===== src/rtl/ptx_pkg.sv =====
package ptx_pkg;
  typedef enum logic [1:0] {
    S_IDLE = 2'd0,
    S_ADDR = 2'd1,
    S_WAIT = 2'd2,
    S_DATA = 2'd3
  } ptx_state_e;
endpackage


===== src/rtl/ptx_wait_ctr.sv =====
module ptx_wait_ctr #(
  parameter int CW = 2
) (
  input  logic          clk,
  input  logic          rst_n,
  input  logic          load,
  input  logic [CW-1:0] load_val,
  input  logic          dec,
  output logic          zero
);
  logic [CW-1:0] cnt_q;
  logic [CW-1:0] cnt_d;

  always_comb begin
    cnt_d = cnt_q;
    if (load)     cnt_d = load_val;
    else if (dec) cnt_d = cnt_q - CW'(1);
  end

  always_ff @(posedge clk or negedge rst_n) begin
    if (!rst_n)           cnt_q <= '0;
    else if (load || dec) cnt_q <= cnt_d;
  end

  assign zero = (cnt_q == '0);
endmodule


===== src/rtl/ptx_addr_hold.sv =====
module ptx_addr_hold #(
  parameter int AW = 32
) (
  input  logic          clk,
  input  logic          rst_n,
  input  logic          cap,
  input  logic [AW-1:0] addr_in,
  input  logic          drive,
  output logic [AW-1:0] dq_out,
  output logic          dq_oe
);
  logic [AW-1:0] addr_q;

  always_ff @(posedge clk or negedge rst_n) begin
    if (!rst_n)   addr_q <= '0;
    else if (cap) addr_q <= addr_in;
  end

  assign dq_oe  = drive;
  assign dq_out = drive ? addr_q : '0;
endmodule


===== src/rtl/ptx_active_seq.sv =====
module ptx_active_seq #(
  parameter int AW  = 32,
  parameter int WCW = 2
) (
  input  logic           clk,
  input  logic           rst_n,
  input  logic           attn_n,
  input  logic           wait_n,
  input  logic           addr_en,
  input  logic [WCW-1:0] wait_cfg,
  input  logic [AW-1:0]  xfer_addr,
  output logic           adr_stb_n,
  output logic [AW-1:0]  dq_out,
  output logic           dq_oe,
  output logic           data_stb,
  output logic           done
);
  import ptx_pkg::*;

  ptx_state_e     state_q, state_d;
  ptx_state_e     bnd_state;
  logic [WCW-1:0] wcfg_q;
  logic [WCW-1:0] wsel;
  logic [WCW-1:0] bnd_val, ld_val;
  logic           bnd_ld, ld, dec, cap, cnt_zero;
  logic           done_q, done_d;

  // count value in force: live input while idle, latched copy afterwards
  assign wsel = (state_q == S_IDLE) ? wait_cfg : wcfg_q;

  // step taken at the end of a boundary cycle
  always_comb begin
    bnd_state = S_WAIT;
    bnd_ld    = 1'b1;
    bnd_val   = wsel;
    if (wait_n) begin
      if (wsel == '0) begin
        bnd_state = S_DATA;
        bnd_ld    = 1'b0;
      end else begin
        bnd_val = wsel - WCW'(1);
      end
    end
  end

  always_comb begin
    state_d = state_q;
    ld      = 1'b0;
    ld_val  = bnd_val;
    dec     = 1'b0;
    cap     = 1'b0;
    done_d  = 1'b0;
    case (state_q)
      S_IDLE: begin
        if (!attn_n && wait_n) begin
          cap = 1'b1;
          if (addr_en) begin
            state_d = S_ADDR;
          end else begin
            state_d = bnd_state;
            ld      = bnd_ld;
          end
        end
      end
      S_ADDR: begin
        state_d = bnd_state;
        ld      = bnd_ld;
      end
      S_WAIT: begin
        if (wait_n) begin
          if (cnt_zero) state_d = S_DATA;
          else          dec     = 1'b1;
        end
      end
      S_DATA: begin
        if (!attn_n) begin
          state_d = bnd_state;
          ld      = bnd_ld;
        end else begin
          state_d = S_IDLE;
          done_d  = 1'b1;
        end
      end
      default: state_d = S_IDLE;
    endcase
  end

  always_ff @(posedge clk or negedge rst_n) begin
    if (!rst_n) begin
      state_q <= S_IDLE;
      done_q  <= 1'b0;
    end else begin
      state_q <= state_d;
      done_q  <= done_d;
    end
  end

  always_ff @(posedge clk or negedge rst_n) begin
    if (!rst_n)   wcfg_q <= '0;
    else if (cap) wcfg_q <= wait_cfg;
  end

  ptx_wait_ctr #(.CW(WCW)) u_ctr (
    .clk      (clk),
    .rst_n    (rst_n),
    .load     (ld),
    .load_val (ld_val),
    .dec      (dec),
    .zero     (cnt_zero)
  );

  ptx_addr_hold #(.AW(AW)) u_addr (
    .clk     (clk),
    .rst_n   (rst_n),
    .cap     (cap),
    .addr_in (xfer_addr),
    .drive   (state_q == S_ADDR),
    .dq_out  (dq_out),
    .dq_oe   (dq_oe)
  );

  assign adr_stb_n = (state_q != S_ADDR);
  assign data_stb  = (state_q == S_DATA);
  assign done      = done_q;
endmodule


===== config.mk =====
export PLATFORM = sky130hd
export DESIGN_NAME = ptx_active_seq
export DESIGN_NICKNAME = d
export VERILOG_FILES = /design/src/rtl/ptx_pkg.sv /design/src/rtl/ptx_wait_ctr.sv /design/src/rtl/ptx_addr_hold.sv /design/src/rtl/ptx_active_seq.sv
export SDC_FILE = /design/constraint.sdc
export NUM_CORES = 1
export LEC_CHECK = 0
export CAP_MARGIN = 20
export CORE_UTILIZATION = 41
export CTS_BUF_LIST = sky130_fd_sc_hd__clkbuf_2
export DETAILED_ROUTE_END_ITERATION = 8
export GPL_ROUTABILITY_DRIVEN = 0
export PLACE_DENSITY = 0.81
export SYNTH_ARGS = -nofsm -noshare
export SYNTH_HDL_FRONTEND = slang
export SYNTH_SLANG_ARGS = --single-unit

===== constraint.sdc =====
create_clock -name clk -period 1.7 [get_ports clk]
set_input_delay 0.34 -clock clk [delete_from_list [all_inputs] [get_ports clk]]
set_output_delay 0.34 -clock clk [all_outputs]
set_load 0.05 [all_outputs]

==> run_results.csv, run 1 <==
group,metric,value,unit
detailed_routing,routed_wl,4560,µm
global_route,antenna_found_initial,0,
power_and_ir_drop,pwr-share-seq,35.1,%
run_status,violations,"setup timing",
detailed_routing,wl_met2,2390,µm
cells_and_area,drive_gt1_share,56.3,%
cells_and_area,commonest_cells_after_routing_fill_and_taps_aside,"sky130_fd_sc_hd__dfrtp_1 (37), sky130_fd_sc_hd__clkdlybuf4s50_1 (37), sky130_fd_sc_hd__buf_12 (34)",
clock_network,clk_latency,380,ps
power_and_ir_drop,swShare,37.6,%
worst_setup_path,cp_slowest_stage_delay,440,ps
cells_and_area,insertedDiodeCount,0,
timing,grt_setup_unrepaired,"yes",
worst_setup_path,reg2reg_slack,80,ps
worst_setup_path,critPathSlowestCell,"sky130_fd_sc_hd__dfrtp_2",
synthesis,ys_ff_latch,39,
floorplan,core_region_area,4410,µm²
synthesis,synth_seq_area_share,51.4,%
timing,final-setup-viol-count,34,
floorplan,floorplan.io_pins,75,
cells_and_area,final_net_count,284,
synthesis,syn_area,1900,µm²
clock_network,numClockSinks,39,
power_and_ir_drop,power_per_cell_area,1420,nW/µm²
floorplan,fp.dieH,70.1,µm
place,hpwlAfterDp,3300,µm
power_and_ir_drop,ir_drop,0.000876,V
synthesis,synth_fp_nets,192,
detailed_routing,postRouteAntennaNets,0,
detailed_routing,top_layer_used,"met4",
worst_setup_path,cp.arrival,1580,ps
global_route,global_route_wire_length_before_repair,7000,µm
cells_and_area,finalCoreUtilization,74.4,%
floorplan,dieArea,4910,µm²
global_route,grt_util_all_layers,18.2,%
worst_setup_path,crit_chain,"and2b_2 > buf_8 > and2_2 > buf_12",
synthesis,synthDominantCellAreaShare,51.4,%
clock_network,clk_transition_reported_paths,190,ps
detailed_routing,drtPass1Iterations,4,
worst_hold_path,worst_hold_path.num_cells,1,
timing,period_share,113,%
timing,clock-skew-final,9.05,ps
timing,fin_worst_hold_slack,503,ps
clock_network,ctsRootBufferMaster,"sky130_fd_sc_hd__clkbuf_2",
worst_setup_path,path_buf_inv,2,
global_route,first_global_vias,1428,
run_status,status,"finished with violations",
timing,hold_viol_final,0,
worst_setup_path,worst_r2r_path_depth,5,
power_and_ir_drop,p_leak,1.42,nW
worst_setup_path,crit_required,1360,ps
clock_network,htreeDepth,2,
power_and_ir_drop,power_frac_clock,8.7,%
worst_setup_path,worst-path-max-fanout,15,
timing,worst_pin_slew,508,ps
worst_setup_path,sort_of_element_at_the_end_of_the_critical_path,"output pin",
synthesis,synth_largest_area_cell,"sky130_fd_sc_hd__dfrtp_1",
cells_and_area,syn_to_final_growth,73.0,%
global_route,overflow,0,
worst_setup_path,critical_path_class,"register to output pin",
global_route,largest_net_degree_at_the_start_of_global_routing,40,
worst_setup_path,critPathTopFamily,"simple AND/OR/NAND/NOR gates",
worst_setup_path,critical_path_depth,4,
clock_network,tritoncts.num_buffers,5,
worst_hold_path,hold_crit_class,"register to register",
synthesis,avgSynthCellArea,12.5,µm²
synthesis,syn_inst,152,
detailed_routing,routed-via-count,1457,
floorplan,die_w,70.1,µm
detailed_routing,drt-met1-wl,1890,µm
detailed_routing,remaining_drc_errors,0,
power_and_ir_drop,power.internal,2.91,mW
clock_network,cts_buffer_depth,2,
power_and_ir_drop,switching_power,1.75,mW
power_and_ir_drop,comb_power_share,56.2,%
floorplan,placementRows,24,
detailed_routing,wire_per_inst,15.4,µm
cells_and_area,finalNonFillerCells,297,
place,place_ws,-290,ps
place,place.detailed.instances,283,
synthesis,yosys-top-cells-area,"sky130_fd_sc_hd__dfrtp_1 (51%), sky130_fd_sc_hd__mux2_2 (19%), sky130_fd_sc_hd__and2_1 (11%)",
synthesis,yosys.cell_types.count,30,
synthesis,synth.yosys.warnings,0,
place,portBuffers,74,
worst_setup_path,setup.worst_path.start_class,"register",
floorplan,initial_utilization,43.0,%
timing,final-max-slew-violation-count,0,
timing,relSlewSlack,66.1,%
clock_network,tritoncts_clock_tree,"yes",
timing,setup_slack,-219,ps
detailed_routing,route.detailed.vias_per_inst,4.91,
detailed_routing,met3WireLength,181,µm
timing,layout_min_cycle_time,1920,ps
timing,achievable-frequency,521,MHz
detailed_routing,drt_iter0_drc,68,
flow_run,cap_viol_max_count,0,
synth_stat cells:
cell type and count:
sky130_fd_sc_hd__dfrtp_1 39, sky130_fd_sc_hd__and2_1 33, sky130_fd_sc_hd__mux2_2 32, sky130_fd_sc_hd__a21oi_1 5, sky130_fd_sc_hd__inv_1 4, sky130_fd_sc_hd__buf_4 3, sky130_fd_sc_hd__buf_6 3, sky130_fd_sc_hd__clkbuf_1 3
sky130_fd_sc_hd__nor2_1 3, sky130_fd_sc_hd__o21ai_0 3, sky130_fd_sc_hd__a21boi_0 2, sky130_fd_sc_hd__mux2_1 2, sky130_fd_sc_hd__nand2_1 2, sky130_fd_sc_hd__nand2b_1 2, sky130_fd_sc_hd__a211oi_1 1, sky130_fd_sc_hd__a221o_1 1
sky130_fd_sc_hd__a22o_1 1, sky130_fd_sc_hd__a31oi_1 1, sky130_fd_sc_hd__and2b_1 1, sky130_fd_sc_hd__and3_1 1, sky130_fd_sc_hd__ha_1 1, sky130_fd_sc_hd__mux2i_1 1, sky130_fd_sc_hd__nor2_4 1, sky130_fd_sc_hd__nor3_1 1
sky130_fd_sc_hd__nor4b_4 1, sky130_fd_sc_hd__nor4bb_4 1, sky130_fd_sc_hd__o21a_1 1, sky130_fd_sc_hd__o2bb2ai_1 1, sky130_fd_sc_hd__o31ai_1 1, sky130_fd_sc_hd__or4_1 1
flip-flops by register name (all words and copies together) (netlist names):
name and flops:
done 1, state_q 2, u_addr.addr_q 32, u_ctr.cnt_q 2
wcfg_q 2
cells by family (layout without fill, tap and decap cells):
logic type,after synthesis,in the layout,share of synthesized area (%)
multiplexers,35,35,20.7
adder cells (fa/ha/maj),1,1,0.659
buffers and inverters,13,106,4.35
flip-flops,39,39,51.4
AO/OA/AOI/OAI,17,17,5.86
AND/OR/NAND/NOR,47,47,17.1
routing by layer:
metal  up-vias  track usage, %
met5         -               0
met4         0            7.11
met3        13            4.62
met2        51            30.9
met1       691            22.3
li1        702               -
through the flow:
| step | instance area [µm²] | power (mW) | TNS (ps) |
|---|---|---|---|
| global placement | 3120 | 3.95 | -7140 |
| CTS | 3210 | 4.53 | -6380 |
| finish | 3290 | 4.66 | -6470 |
| floorplan | 1950 | 3.06 | -177 |
| detailed placement | 3120 | 4.05 | -9060 |
| global route | 3290 | 4.91 | -9300 |
power groups by stage:
stage | clock network (mW) | registers [mW] | logic [mW]
6_report | 0.405 | 1.63 | 2.62
5_1_grt | 0.455 | 1.69 | 2.76
4_1_cts | 0.423 | 1.60 | 2.51
3_5_place_dp | 0 | 1.66 | 2.39
3_3_place_gp | 0 | 1.62 | 2.33
2_1_floorplan | 0 | 1.58 | 1.49
layout make-up:
cell class | instances | area, µm²
clock buffer | 7 | 35.0
clock inverter | 1 | 5.00
fill | 294 | 1130
inverter | 4 | 15.0
multi-input combinational | 100 | 933
sequential | 39 | 978
tap | 52 | 65.1
timing repair buffer | 94 | 1250
worst paths after layout:
| path | endpoint | start |
|---|---|---|
| setup / recovery | dq_out[27] | state_q[0]$_DFFE_PN0P_ |
| hold / removal | u_addr.addr_q[28]$_DFFE_PN0P_ | u_addr.addr_q[28]$_DFFE_PN0P_ |
| setup reg to reg | state_q[0]$_DFFE_PN0P_ | state_q[0]$_DFFE_PN0P_ |
| hold reg to reg | u_addr.addr_q[28]$_DFFE_PN0P_ | u_addr.addr_q[28]$_DFFE_PN0P_ |
| max in group asynchronous | state_q[1]$_DFFE_PN0P_ | rst_n |
| min in group asynchronous | u_addr.addr_q[10]$_DFFE_PN0P_ | rst_n |
what timing repair did:
item	CTS	global route
pin swaps	2	5
setup buffers	3	1
setup endpoints to repair	35	53
hold buffers	1	0
gates resized for setup	9	24
cloned	0	1
hold endpoints to repair	39	0
Power figures use the tool's default switching activity.
==> run 2, diff against run 1 <==
--- a/config.mk
+++ b/config.mk
@@ -11,6 +11,7 @@
 export DETAILED_ROUTE_END_ITERATION = 8
 export GPL_ROUTABILITY_DRIVEN = 0
 export PLACE_DENSITY = 0.81
+export RECOVER_POWER = 50
 export SYNTH_ARGS = -nofsm -noshare
 export SYNTH_HDL_FRONTEND = slang
 export SYNTH_SLANG_ARGS = --single-unit
==> run_results.csv, run 2 (synthesis results as in run 1) <==
group,metric,value,unit
global_route,antenna_found_initial,0,
clock_network,htreeDepth,2,
clock_network,cts_buffer_depth,2,
global_route,largest_net_degree_at_the_start_of_global_routing,40,
floorplan,initial_utilization,43.0,%
place,dpl-instance-area,3120,µm²
worst_setup_path,sort_of_element_at_the_end_of_the_critical_path,"output pin",
detailed_routing,drtPass1Iterations,4,
clock_network,clk_transition_reported_paths,190,ps
timing,worst_pin_slew,985,ps
timing,relSlewSlack,34.3,%
detailed_routing,routed_wl,4560,µm
cells_and_area,largest_register,"u_addr.addr_q",
global_route,first_global_vias,1428,
floorplan,placementRows,24,
run_status,status,"finished with violations",
timing,period_share,113,%
worst_setup_path,worst-path-max-fanout,15,
detailed_routing,drt_iter0_drc,68,
cells_and_area,final_net_count,284,
cells_and_area,commonest_cells_after_routing_fill_and_taps_aside,"sky130_fd_sc_hd__dfrtp_1 (37), sky130_fd_sc_hd__clkdlybuf4s50_1 (37), sky130_fd_sc_hd__buf_12 (34)",
detailed_routing,postRouteAntennaNets,0,
cells_and_area,stdcell_area,3280,µm²
worst_setup_path,cp.arrival,1580,ps
detailed_routing,route.detailed.vias_per_inst,4.91,
timing,grt_setup_unrepaired,"yes",
cells_and_area,drive_gt1_share,56.3,%
clock_network,tritoncts.num_buffers,5,
place,hpwlAfterDp,3300,µm
floorplan,dieArea,4910,µm²
worst_setup_path,critical_path_class,"register to output pin",
timing,final-max-slew-violation-count,0,
timing,layout_min_cycle_time,1920,ps
worst_setup_path,setup.worst_path.start_class,"register",
worst_hold_path,hold_crit_class,"register to register",
detailed_routing,remaining_drc_errors,0,
timing,achievable-frequency,521,MHz
detailed_routing,wire_per_inst,15.4,µm
place,place_ws,-290,ps
flow_run,cap_viol_max_count,0,
cells_and_area,insertedDiodeCount,0,
cells_and_area,finalCoreUtilization,74.4,%
run_status,violations,"setup timing",
cells_and_area,n_fill_cell,295,
timing,final-setup-viol-count,34,
global_route,overflow,0,
cells_and_area,largest_register_ffs,32,
clock_network,tritoncts_clock_tree,"yes",
detailed_routing,routed-via-count,1457,
global_route,global_route_wire_length_before_repair,7000,µm
place,portBuffers,74,
floorplan,fp.dieH,70.1,µm
timing,setup_slack,-219,ps
floorplan,core_region_area,4410,µm²
clock_network,ctsRootBufferMaster,"sky130_fd_sc_hd__clkbuf_2",
power_and_ir_drop,p_leak,1.42,nW
worst_setup_path,crit_required,1360,ps
timing,hold_viol_final,0,
global_route,grt_util_all_layers,18.2,%
floorplan,die_w,70.1,µm
power_and_ir_drop,power_per_cell_area,1420,nW/µm²
floorplan,floorplan.io_pins,75,
timing,clock-skew-final,9.05,ps
cells_and_area,syn_to_final_growth,72.9,%
clock_network,numClockSinks,39,
clock_network,clk_latency,380,ps
power_and_ir_drop,ir_drop,0.000876,V
run 2: layout make-up:
type | count | area (µm²) | share of cell area [%]
clock buffer | 7 | 35.0 | 1.07
sequential | 39 | 978 | 29.8
multi-input combinational | 100 | 933 | 28.4
clock inverter | 1 | 5.00 | 0.152
timing repair buffer | 94 | 1250 | 38.1
tap | 52 | 65.1 | 1.98
inverter | 4 | 15.0 | 0.457
run 2: metrics by stage:
stage / hold slack, ps / instances / setup TNS (ps) / total power, mW
5_1_grt: 522 / 297 / -9300 / 4.91
6_report: 503 / 297 / -6470 / 4.66
4_1_cts: 512 / 295 / -6380 / 4.53
3_3_place_gp: 423 / 283 / -7140 / 3.95
3_5_place_dp: 437 / 283 / -9060 / 4.05
2_1_floorplan: 44.4 / 152 / -177 / 3.06
run 2: power breakdown:
part           total [mW]  internal [mW]  switching, mW
Sequential           1.63           1.38          0.252
Combinational        2.62           1.41           1.21
Clock               0.405          0.112          0.292
Total                4.66           2.91           1.75
run 2: path summary, 6_finish.rpt:
check / cells after the start / slack, ps / start / to
max in group asynchronous: 3 / 320 / rst_n / state_q[1]$_DFFE_PN0P_
max: 4 / -220 / state_q[0]$_DFFE_PN0P_ / dq_out[27]
min: 1 / 500 / u_addr.addr_q[28]$_DFFE_PN0P_ / u_addr.addr_q[28]$_DFFE_PN0P_
min in group asynchronous: 3 / 720 / rst_n / u_addr.addr_q[10]$_DFFE_PN0P_
min reg2reg: 1 / 500 / u_addr.addr_q[28]$_DFFE_PN0P_ / u_addr.addr_q[28]$_DFFE_PN0P_
max reg2reg: 5 / 80 / state_q[0]$_DFFE_PN0P_ / state_q[0]$_DFFE_PN0P_
run 2: what timing repair did:
item,CTS,global route
gates resized for setup,9,24
pin swaps,2,5
hold buffers,1,0
endpoints found under the hold margin,39,0
setup endpoints to repair,35,53
cloned,0,1
buffers inserted,3,1
run 2: per-layer routing:
metal / track usage (%) / vias up / wire [µm]
met2: 30.9 / 51 / 2380
met3: 4.62 / 13 / 181
met1: 22.3 / 691 / 1890
li1: - / 702 / -
met4: 7.11 / 0 / 107
met5: 0 / - / 0
run 2: critical path, cell delays in order, from the launching register on:
cell and delay (ps):
sky130_fd_sc_hd__dfrtp_2 440, sky130_fd_sc_hd__and2b_2 240, sky130_fd_sc_hd__buf_8 150, sky130_fd_sc_hd__and2_2 210, sky130_fd_sc_hd__buf_12 150
==> run 3, diff against run 2 <==
--- a/config.mk
+++ b/config.mk
@@ -6,11 +6,13 @@
 export NUM_CORES = 1
 export LEC_CHECK = 0
 export CAP_MARGIN = 20
-export CORE_UTILIZATION = 41
+export CELL_PAD_IN_SITES_DETAIL_PLACEMENT = 0
+export CELL_PAD_IN_SITES_GLOBAL_PLACEMENT = 2
+export CORE_UTILIZATION = 28
 export CTS_BUF_LIST = sky130_fd_sc_hd__clkbuf_2
 export DETAILED_ROUTE_END_ITERATION = 8
 export GPL_ROUTABILITY_DRIVEN = 0
-export PLACE_DENSITY = 0.81
+export PLACE_DENSITY = 0.87
 export RECOVER_POWER = 50
 export SYNTH_ARGS = -nofsm -noshare
 export SYNTH_HDL_FRONTEND = slang
==> run_results.csv, run 3 (synthesis results as in run 1) <==
group,metric,value,unit
worst_setup_path,sort_of_element_at_the_end_of_the_critical_path,"output pin",
timing,grt_setup_unrepaired,"yes",
cells_and_area,syn_to_final_growth,78.7,%
worst_setup_path,setup.worst_path.start_class,"register",
detailed_routing,drt_iter0_drc,33,
place,hpwlAfterDp,3100,µm
clock_network,clk_transition_reported_paths,200,ps
global_route,first_global_vias,1421,
clock_network,clk_latency,360,ps
timing,fin_setup_tns,-6200,ps
place,portBuffers,74,
detailed_routing,routed_wl,4220,µm
clock_network,numClockSinks,39,
cells_and_area,largest_register_ffs,32,
clock_network,htreeDepth,2,
cells_and_area,insertedDiodeCount,0,
timing,clock-skew-final,6.94,ps
detailed_routing,route.detailed.vias_per_inst,4.47,
clock_network,cts_buffer_depth,2,
detailed_routing,postRouteAntennaNets,0,
power_and_ir_drop,ir_drop,0.000690,V
cells_and_area,largest_register,"u_addr.addr_q",
worst_setup_path,reg2reg_slack,30,ps
timing,relSlewSlack,54.6,%
timing,final-setup-viol-count,35,
floorplan,placementRows,29,
worst_setup_path,cp.arrival,1560,ps
global_route,grt_util_all_layers,12.6,%
floorplan,core_region_area,6460,µm²
power_and_ir_drop,pwr-share-seq,34.3,%
power_and_ir_drop,finalPower,4.79,mW
timing,period_share,111,%
worst_setup_path,r2r_end,"u_addr.addr_q[3]$_DFFE_PN0P_",
worst_setup_path,critical_path_class,"register to output pin",
power_and_ir_drop,p_leak,1.45,nW
cells_and_area,n_fill_cell,566,
run_status,violations,"DRC, setup timing",
global_route,largest_net_degree_at_the_start_of_global_routing,35,
power_and_ir_drop,comb_power_share,57.3,%
timing,worst_pin_slew,682,ps
global_route,overflow,0,
run_status,status,"finished with violations",
detailed_routing,remaining_drc_errors,8,
clock_network,tritoncts.num_buffers,5,
clock_network,ctsRootBufferMaster,"sky130_fd_sc_hd__clkbuf_2",
floorplan,initial_utilization,29.4,%
worst_hold_path,hold_crit_class,"input port to asynchronous set/reset pin",
worst_setup_path,worst_r2r_path_depth,5,
timing,layout_min_cycle_time,1900,ps
power_and_ir_drop,power_per_cell_area,1410,nW/µm²
flow_run,cap_viol_max_count,0,
floorplan,dieArea,7120,µm²
worst_setup_path,crit_reg_reg_startpoint,"state_q[1]$_DFFE_PN0P_",
timing,final-max-slew-violation-count,0,
clock_network,tritoncts_clock_tree,"yes",
worst_setup_path,crit_required,1360,ps
place,place_ws,-201,ps
power_and_ir_drop,swShare,37.1,%
power_and_ir_drop,power_frac_clock,8.4,%
floorplan,die_w,84.4,µm
global_route,global_route_wire_length_before_repair,7040,µm
detailed_routing,wire_per_inst,13.0,µm
global_route,antenna_found_initial,0,
detailed_routing,drtPass1Iterations,8,
power_and_ir_drop,power.internal,3.02,mW
floorplan,floorplan.io_pins,75,
power_and_ir_drop,switching_power,1.78,mW
cells_and_area,final_net_count,287,
cells_and_area,drive_gt1_share,58.1,%
cells_and_area,commonest_cells_after_routing_fill_and_taps_aside,"sky130_fd_sc_hd__dfrtp_1 (37), sky130_fd_sc_hd__clkdlybuf4s50_1 (37), sky130_fd_sc_hd__buf_12 (35)",
timing,hold_viol_final,0,
timing,achievable-frequency,528,MHz
floorplan,fp.dieH,84.4,µm
timing,setup_slack,-195,ps
worst_setup_path,worst-path-max-fanout,8,
detailed_routing,routed-via-count,1453,
[run 3: cell types whose count changed in the layout (fill, tap and decap cells not counted), sizes merged]
cell / before / now
buf: 55 / 58
clkbuf: 8 / 7
clkinvlp: 0 / 1
[run 3: worst max path at each step]
stage                      startpoint                       endpoint  cells past startpoint
2_1_floorplan  state_q[1]$_DFFE_PN0P_                      dq_out[0]                      4
3_3_place_gp                   attn_n  u_addr.addr_q[14]$_DFFE_PN0P_                      4
3_5_place_dp                   attn_n   u_addr.addr_q[3]$_DFFE_PN0P_                      4
4_1_cts        state_q[1]$_DFFE_PN0P_                      dq_out[0]                      4
5_1_grt        state_q[1]$_DFFE_PN0P_                     dq_out[27]                      4
6_report       state_q[1]$_DFFE_PN0P_                     dq_out[23]                      4
[run 3: worst max-delay path: stages, from the launching register on]
cell	delay, ps
sky130_fd_sc_hd__dfrtp_2	450
sky130_fd_sc_hd__and2b_4	310
sky130_fd_sc_hd__buf_6	150
sky130_fd_sc_hd__and2_4	150
sky130_fd_sc_hd__buf_12	130
[run 3: area by class of cell]
class	count	area [µm²]	area share [%]
Multi-Input combinational cell	100	962	28.3
Timing Repair Buffer	97	1300	38.3
Clock buffer	6	30.0	0.885
Tap cell	77	96.3	2.84
Clock inverter	2	12.5	0.369
Inverter	4	15.0	0.442
Sequential cell	39	978	28.8
[run 3: power by group through the flow]
| stage | sequential [mW] | combinational, mW | clock (mW) |
|---|---|---|---|
| finish | 1.64 | 2.75 | 0.404 |
| global route | 1.71 | 2.91 | 0.487 |
| global placement | 1.64 | 2.36 | 0 |
| CTS | 1.62 | 2.59 | 0.430 |
| detailed placement | 1.65 | 2.40 | 0 |
| floorplan | 1.58 | 1.49 | 0 |
[run 3: routing by layer]
metal  vias up  track usage, %  share of wire, %
met5         -               0                 0
met4         0            3.70              0.62
met3         4            3.05               5.6
met2        43            20.3                49
met1       696            17.0                45
li1        710               -                 -
[run 3: what timing repair did]
action / CTS / global route
gates cloned: 2 / 1
endpoints found under the setup margin: 35 / 37
pin swaps: 12 / 15
resized for setup: 30 / 25
buffers inserted: 3 / 5
hold buffers: 1 / 0
hold endpoints to repair: 26 / 0
[run 3: metrics by stage]
stage          cell area (µm²)  hold slack (ps)  utilization, %  std cells
6_report                  3390              514            52.6        325
5_1_grt                   3390              494            52.6        325
4_1_cts                   3290              487            51.0        320
3_5_place_dp              3150              396            48.8        307
3_3_place_gp              3150              396            48.8        307
2_1_floorplan             1950             44.4               -        152
